$ cat config.mk
export PLATFORM = sky130hd
export DESIGN_NAME = csa_carry_tree
export DESIGN_NICKNAME = d
export VERILOG_FILES = /design/src/rtl/csa_tree_pkg.sv /design/src/rtl/csa32_row.sv /design/src/rtl/stage_reg.sv /design/src/rtl/csa_carry_tree.sv
export SDC_FILE = /design/constraint.sdc
export NUM_CORES = 1
export LEC_CHECK = 0
export CORE_MARGIN = 8
export CORE_UTILIZATION = 30
export CTS_CLUSTER_DIAMETER = 50
export DETAILED_ROUTE_END_ITERATION = 16
export PLACE_DENSITY = 0.62
export RECOVER_POWER = 25
export SYNTH_ARGS = -nofsm -noshare
export SYNTH_HDL_FRONTEND = slang
export SYNTH_SLANG_ARGS = --single-unit
export TNS_END_PERCENT = 100
$ cat constraint.sdc
create_clock -name clk -period 2.8 [get_ports clk]
set_input_delay 0.42 -clock clk [delete_from_list [all_inputs] [get_ports clk]]
set_output_delay 0.42 -clock clk [all_outputs]
set_load 0.02 [all_outputs]
$ cat src/rtl/csa_tree_pkg.sv
package csa_tree_pkg;

  typedef enum logic [1:0] {
    PIPE_NONE      = 2'd0,
    PIPE_EVERY_TWO = 2'd1,
    PIPE_EVERY_ONE = 2'd2
  } pipe_mode_e;

  // Whether a register bank follows compressor layer 'layer' (1..4).
  function automatic bit reg_after_layer(pipe_mode_e mode, int layer);
    case (mode)
      PIPE_EVERY_ONE: return 1'b1;
      PIPE_EVERY_TWO: return (layer == 2) || (layer == 4);
      default:        return 1'b0;
    endcase
  endfunction

  function automatic int stage_latency(pipe_mode_e mode);
    int n;
    n = 0;
    for (int k = 1; k <= 4; k++) n += int'(reg_after_layer(mode, k));
    return n;
  endfunction

endpackage

$ cat src/rtl/csa32_row.sv
// One row of 3:2 compressors. The carry output is shifted left by one,
// and the freed bit 0 takes a Booth carry-in.
module csa32_row #(
  parameter int W = 14
) (
  input  logic [W-1:0] a,
  input  logic [W-1:0] b,
  input  logic [W-1:0] c,
  input  logic         ci_slot,
  output logic [W-1:0] s,
  output logic [W-1:0] cy
);
  logic [W-1:0] maj;

  assign s   = a ^ b ^ c;
  assign maj = (a & b) | (a & c) | (b & c);
  assign cy  = {maj[W-2:0], ci_slot};
endmodule

$ cat src/rtl/stage_reg.sv
module stage_reg #(
  parameter int W = 8
) (
  input  logic         clk,
  input  logic         rst_n,
  input  logic [W-1:0] d,
  output logic [W-1:0] q
);
  always_ff @(posedge clk or negedge rst_n) begin
    if (!rst_n) q <= '0;
    else        q <= d;
  end
endmodule

$ cat src/rtl/csa_carry_tree.sv
module csa_carry_tree
  import csa_tree_pkg::*;
#(
  parameter int         L    = 10,
  parameter pipe_mode_e PIPE = PIPE_EVERY_TWO
) (
  input  logic                 clk,
  input  logic                 rst_n,
  input  logic                 in_valid,
  input  logic [8*(L+1)-1:0]   pp,
  input  logic [7:0]           cin,
  output logic                 out_valid,
  output logic [L+3:0]         sum_vec,
  output logic [L+3:0]         carry_vec,
  output logic [1:0]           cin_left
);
  localparam int PW   = L + 1;
  localparam int OW   = PW + 3;
  localparam int LAT  = stage_latency(PIPE);
  localparam bit REG1 = reg_after_layer(PIPE, 1);
  localparam bit REG2 = reg_after_layer(PIPE, 2);
  localparam bit REG3 = reg_after_layer(PIPE, 3);
  localparam bit REG4 = reg_after_layer(PIPE, 4);
  localparam int B1W  = 6*OW + 6 + 1;
  localparam int B2W  = 4*OW + 4 + 1;
  localparam int B3W  = 3*OW + 3 + 1;
  localparam int B4W  = 2*OW + 2 + 1;

  // Zero-extended partial products
  logic [7:0][OW-1:0] pe;
  for (genvar k = 0; k < 8; k++) begin : g_ext
    assign pe[k] = OW'(pp[k*PW +: PW]);
  end

  // ---------------- Layer 1 ----------------
  logic [OW-1:0] l1_s00, l1_c00, l1_s01, l1_c01;
  csa32_row #(.W(OW)) u_l1a (.a(pe[0]), .b(pe[1]), .c(pe[2]), .ci_slot(cin[0]),
                             .s(l1_s00), .cy(l1_c00));
  csa32_row #(.W(OW)) u_l1b (.a(pe[3]), .b(pe[4]), .c(pe[5]), .ci_slot(cin[1]),
                             .s(l1_s01), .cy(l1_c01));

  logic [B1W-1:0] b1_d, b1_q;
  assign b1_d = {l1_s00, l1_c00, l1_s01, l1_c01, pe[6], pe[7], cin[7:2], in_valid};
  if (REG1) begin : g_r1
    stage_reg #(.W(B1W)) u_r (.clk(clk), .rst_n(rst_n), .d(b1_d), .q(b1_q));
  end else begin : g_w1
    assign b1_q = b1_d;
  end

  logic [OW-1:0] r1_s00, r1_c00, r1_s01, r1_c01, r1_p6, r1_p7;
  logic [7:2]    r1_ci;
  logic          r1_v;
  assign {r1_s00, r1_c00, r1_s01, r1_c01, r1_p6, r1_p7, r1_ci, r1_v} = b1_q;

  // ---------------- Layer 2 ----------------
  logic [OW-1:0] l2_s10, l2_c10, l2_s11, l2_c11;
  csa32_row #(.W(OW)) u_l2a (.a(r1_s00), .b(r1_c00), .c(r1_s01), .ci_slot(r1_ci[2]),
                             .s(l2_s10), .cy(l2_c10));
  csa32_row #(.W(OW)) u_l2b (.a(r1_c01), .b(r1_p6), .c(r1_p7), .ci_slot(r1_ci[3]),
                             .s(l2_s11), .cy(l2_c11));

  logic [B2W-1:0] b2_d, b2_q;
  assign b2_d = {l2_s10, l2_c10, l2_s11, l2_c11, r1_ci[7:4], r1_v};
  if (REG2) begin : g_r2
    stage_reg #(.W(B2W)) u_r (.clk(clk), .rst_n(rst_n), .d(b2_d), .q(b2_q));
  end else begin : g_w2
    assign b2_q = b2_d;
  end

  logic [OW-1:0] r2_s10, r2_c10, r2_s11, r2_c11;
  logic [7:4]    r2_ci;
  logic          r2_v;
  assign {r2_s10, r2_c10, r2_s11, r2_c11, r2_ci, r2_v} = b2_q;

  // ---------------- Layer 3 ----------------
  logic [OW-1:0] l3_s2, l3_c2;
  csa32_row #(.W(OW)) u_l3 (.a(r2_s10), .b(r2_c10), .c(r2_s11), .ci_slot(r2_ci[4]),
                            .s(l3_s2), .cy(l3_c2));

  logic [B3W-1:0] b3_d, b3_q;
  assign b3_d = {l3_s2, l3_c2, r2_c11, r2_ci[7:5], r2_v};
  if (REG3) begin : g_r3
    stage_reg #(.W(B3W)) u_r (.clk(clk), .rst_n(rst_n), .d(b3_d), .q(b3_q));
  end else begin : g_w3
    assign b3_q = b3_d;
  end

  logic [OW-1:0] r3_s2, r3_c2, r3_c11;
  logic [7:5]    r3_ci;
  logic          r3_v;
  assign {r3_s2, r3_c2, r3_c11, r3_ci, r3_v} = b3_q;

  // ---------------- Layer 4 ----------------
  logic [OW-1:0] l4_s3, l4_c3;
  csa32_row #(.W(OW)) u_l4 (.a(r3_s2), .b(r3_c2), .c(r3_c11), .ci_slot(r3_ci[5]),
                            .s(l4_s3), .cy(l4_c3));

  logic [B4W-1:0] b4_d, b4_q;
  assign b4_d = {l4_s3, l4_c3, r3_ci[7:6], r3_v};
  if (REG4) begin : g_r4
    stage_reg #(.W(B4W)) u_r (.clk(clk), .rst_n(rst_n), .d(b4_d), .q(b4_q));
  end else begin : g_w4
    assign b4_q = b4_d;
  end

  assign {sum_vec, carry_vec, cin_left, out_valid} = b4_q;

endmodule

Word level (Yosys, flattened, before mapping)
Cells that the tools add are included.
- input port bits: 99
- logic and storage cells: 44
- output and inout port bits: 31
- register bits: 92
- bitwise operators: 42
- operators with widths (operator ; count):
    $or 13x13->13 ; 10
    $and 13x13->13 ; 9
    $and 11x11->11 ; 7
    $xor 14x14->14 ; 4
    $xor 11x11->11 ; 4
    $xor 14x11->14 ; 3
    $and 13x11->13 ; 2
    $or 13x11->13 ; 2
    $xor 11x14->14 ; 1

Depth between registers and ports, before layout
- word-level depth: 6
- mapped depth: 4

Hierarchy
A second synthesis with hierarchy kept.
- cell total of the unflattened synthesis: 183
- area total of the unflattened synthesis: 4055.1 sq um
- modules (own cells, without submodules) (module ; area each (sq um) ; sequential area each (sq um) ; instances ; cells each):
    csa32_row ; 291.5 ; 0.0 ; 6 ; 15
    stage_reg (g_r2.u_r) ; 1526.5 ; 1526.5 ; 1 ; 61
    stage_reg (g_r4.u_r) ; 775.7 ; 775.7 ; 1 ; 31
    csa_carry_tree ; 3.8 ; 0.0 ; 1 ; 1

Least setup slack after synthesis
No wires, ideal clock.
- path type: in2reg
- from: in pp[43]
- to: reg g_r2.u_r.q[57]
- setup time: 135 ps
- required time: 2665 ps
- stages: 4
- path slack: 1191 ps
- data arrival time: 1474 ps
- cells stage by stage: inv_1 fa_1 inv_1 fa_1
- cells in the longest elaborated chain, start to end: 3
- RTL lines (item ; line ; text):
    start, declared ; csa_carry_tree.sv:10 ; input logic [8*(L+1)-1:0] pp,
    $xor 11x11->11 (2 in a row) ; csa32_row.sv:15 ; assign s = a ^ b ^ c;
    $xor 14x11->14 ; csa32_row.sv:15 ;
    net g_r2.u_r.d[57] ; stage_reg.sv:6 ; input logic [W-1:0] d,
    end signal, assigned ; stage_reg.sv:10 ; if (!rst_n) q <= '0;
    end signal, assigned ; stage_reg.sv:11 ; else q <= d;
    end, declared ; stage_reg.sv:7 ; output logic [W-1:0] q
The timed path passes the listed nets, and every way through them passes these cells.

==> flow_summary_export.csv <==
group,metric,value,unit
grt,overflow,0,
grt,grt_usage,9.40,%
cts,clockBufferDepth,2,
logic_synthesis,seq_area_frac_synth,53.4,%
routing,final_antenna_net_count,0,
critical_path,slowest_stage,"clkbuf_2",
run_status,failed_checks,"max-capacitance violations, max-slew violations",
critical_path,path_depth,1,
critical_path,arrival,1.87,ns
routing,routed_wl,7120,µm
timing,tightest_slew,1.99,ns
placed_design,place_congestion,0.713,
cts,cts.clk_slew.worst_paths,0.06,ns
timing,setup_violations,0,
hold_path,hold_depth,0,
cts,clock_latency,0.32,ns
timing,rsz0062_at_grt,"no",
final_layout,antenna_cells,0,
logic_synthesis,yosys-top-cells-area,"dfrtp_1 53%, fa_1 35%, inv_1 11%",
critical_path,slowest_delay,1.40,ns
cts,cts_tree,"done",
critical_path,reg2reg_slack,1.23,ns
routing,via_count,2095,
cts,clock-sinks,82,
power,power.switching,1230,µW
final_layout,layout-drive-gt1-share,3.96,%
routing,via_per_inst,3.64,
timing,clock.fmax,548,MHz
cts,cts_setup_buffers,0,
critical_path,r2r_cells,4,
timing,finalHoldViolCount,0,
grt,grt_max_degree,83,
final_layout,fin_util,44.4,%
cts,cts_buffers,9,
timing,finClkSkew,0.00579,ns
power,power_frac_seq,40.3,%
critical_path,required,2.84,ns
die,start_util,30.6,%
routing,first_pass_iters,3,
cts,cts.repair.resized,0,
critical_path,critical_path.max_fanout,82,
logic_synthesis,netlist_instances,263,
cts,root_buffer,"clkbuf_16",
power,peakVddDrop,0.259,mV
power,p_leak,0.00268,µW
die,io_pins,130,
critical_path,crit_family,"buffers and inverters",
grt,grt_pass1_vias,2586,
timing,period_needed,1.83,ns
die,dieArea,0.0167,mm²
timing,tns,0,ns
placed_design,dpl_worst_slack,0.645,ns
timing,slew_headroom,-32.4,%
die,die_w,129,µm
power,p_int,2820,µW
routing,remaining_drc_errors,0,
final_layout,areaGrowthSynthToFinish,45.3,%
timing,whs,0.350,ns
cts,cts_max_level,3,
timing,slew_violations,83,
critical_path,worstSetupEndpointType,"asynchronous set/reset pin",
placed_design,dp_hpwl,6000,µm
final_layout,mostFrequentLayoutCells,"118 x clkdlybuf4s50_1, 110 x inv_1, 82 x dfrtp_1",
placed_design,io_buffer_count,127,
routing,drt_iter0_markers,121,
final_layout,layout.nets,567,
critical_path,crit_path_start_kind,"primary input",
logic_synthesis,syn-cell-area,0.00384,mm²
routing,wl_per_cell,12.4,µm
hold_path,worstHoldPathType,"reg2reg",
logic_synthesis,ys_types,5,
power,clkPwrFrac,26.2,%
flow_run,max_cap_violations,1,
logic_synthesis,netlist.area_leader.share,53.4,%
final_layout,final_common_cell,"clkdlybuf4s50_1",
grt,grt_pass1_wl,12100,µm
grt,antenna_found_initial,0,
logic_synthesis,ys_seq_elements,82,
critical_path,crit_chain,"clkbuf_2",
critical_path,cp_num_buf_inv,1,
logic_synthesis,yosysWarnings,0,
power,power_density,726,mW/mm²
critical_path,crit_type,"in2async",
die,core_area,0.0126,mm²
die,rows,41,
power,finalPower,4050,µW
power,comb_power_share,33.5,%
cts,cts_hold_buf,0,
die,fp.dieH,129,µm
logic_synthesis,synth_top_cell_by_area,"dfrtp_1",
timing,period_share,65.2,%
power,netSwitchingFraction,30.4,%
run_status,outcome,"finished with violations",
timing,setup_slack,0.974,ns
logic_synthesis,syn_area_per_cell,14.6,µm²
worst paths after layout:
| kind | start | to |
|---|---|---|
| max | rst_n | g_r4.u_r.q[12] |
| min | g_r2.u_r.q[4] | g_r4.u_r.q[2] |
| max reg2reg | g_r2.u_r.q[19] | g_r4.u_r.q[17] |
| min reg2reg | g_r2.u_r.q[4] | g_r4.u_r.q[2] |
| max in group clk | pp[2] | g_r2.u_r.q[49] |
| min in group asynchronous | rst_n | g_r4.u_r.q[4] |
routing by layer:
metal	share of wire, %	track usage (%)	wire length (µm)	vias to the layer above
met5	0	0	0	-
met4	1.6	3.73	111	0
met3	7.2	3.45	515	7
met2	57	17.3	4020	63
met1	35	9.36	2470	1073
li1	-	-	-	952
registers in the layout, indices dropped and copies added, names as in the netlist:
signal and cells:
g_r4.u_r.q 29, g_r2.u_r.q 53
kinds of logic (layout without fill, tap and decap cells):
group / Yosys count / in the layout / synth area share [%]
flip-flops: 82 / 82 / 53.4
other: 1 / 2 / 0.0975
buffers and inverters: 112 / 252 / 11.1
adder cells (fa/ha/maj): 68 / 68 / 35.4
stage by stage:
step / instances / instance area (µm²)
after detailed placement: 561 / 5320
after CTS: 576 / 5590
after floorplan: 264 / 3850
final: 576 / 5590
after global routing: 576 / 5590
after global placement: 561 / 5320
power groups by stage:
stage          combinational (µW)  sequential (µW)  clock [µW]
2_1_floorplan                 432             1880           0
3_3_place_gp                 1370             1660           0
3_5_place_dp                 1410             1660           0
4_1_cts                      1420             1640        1110
5_1_grt                      1550             1670        1170
6_report                     1360             1630        1060
synthesized netlist by cell type (all sizes together):
| master | number |
|---|---|
| conb | 1 |
| inv | 110 |
| fa | 68 |
| dfrtp | 82 |
| buf | 2 |
layout make-up:
class	count	area, µm²
Sequential cell	82	2050
Clock inverter	5	31.3
Inverter	110	413
Tap cell	172	215
Fill cell	1157	6980
Multi-Input combinational cell	70	1370
Clock buffer	10	239
Timing Repair Buffer	127	1270
Note: power is estimated with default switching activity, not from simulation.
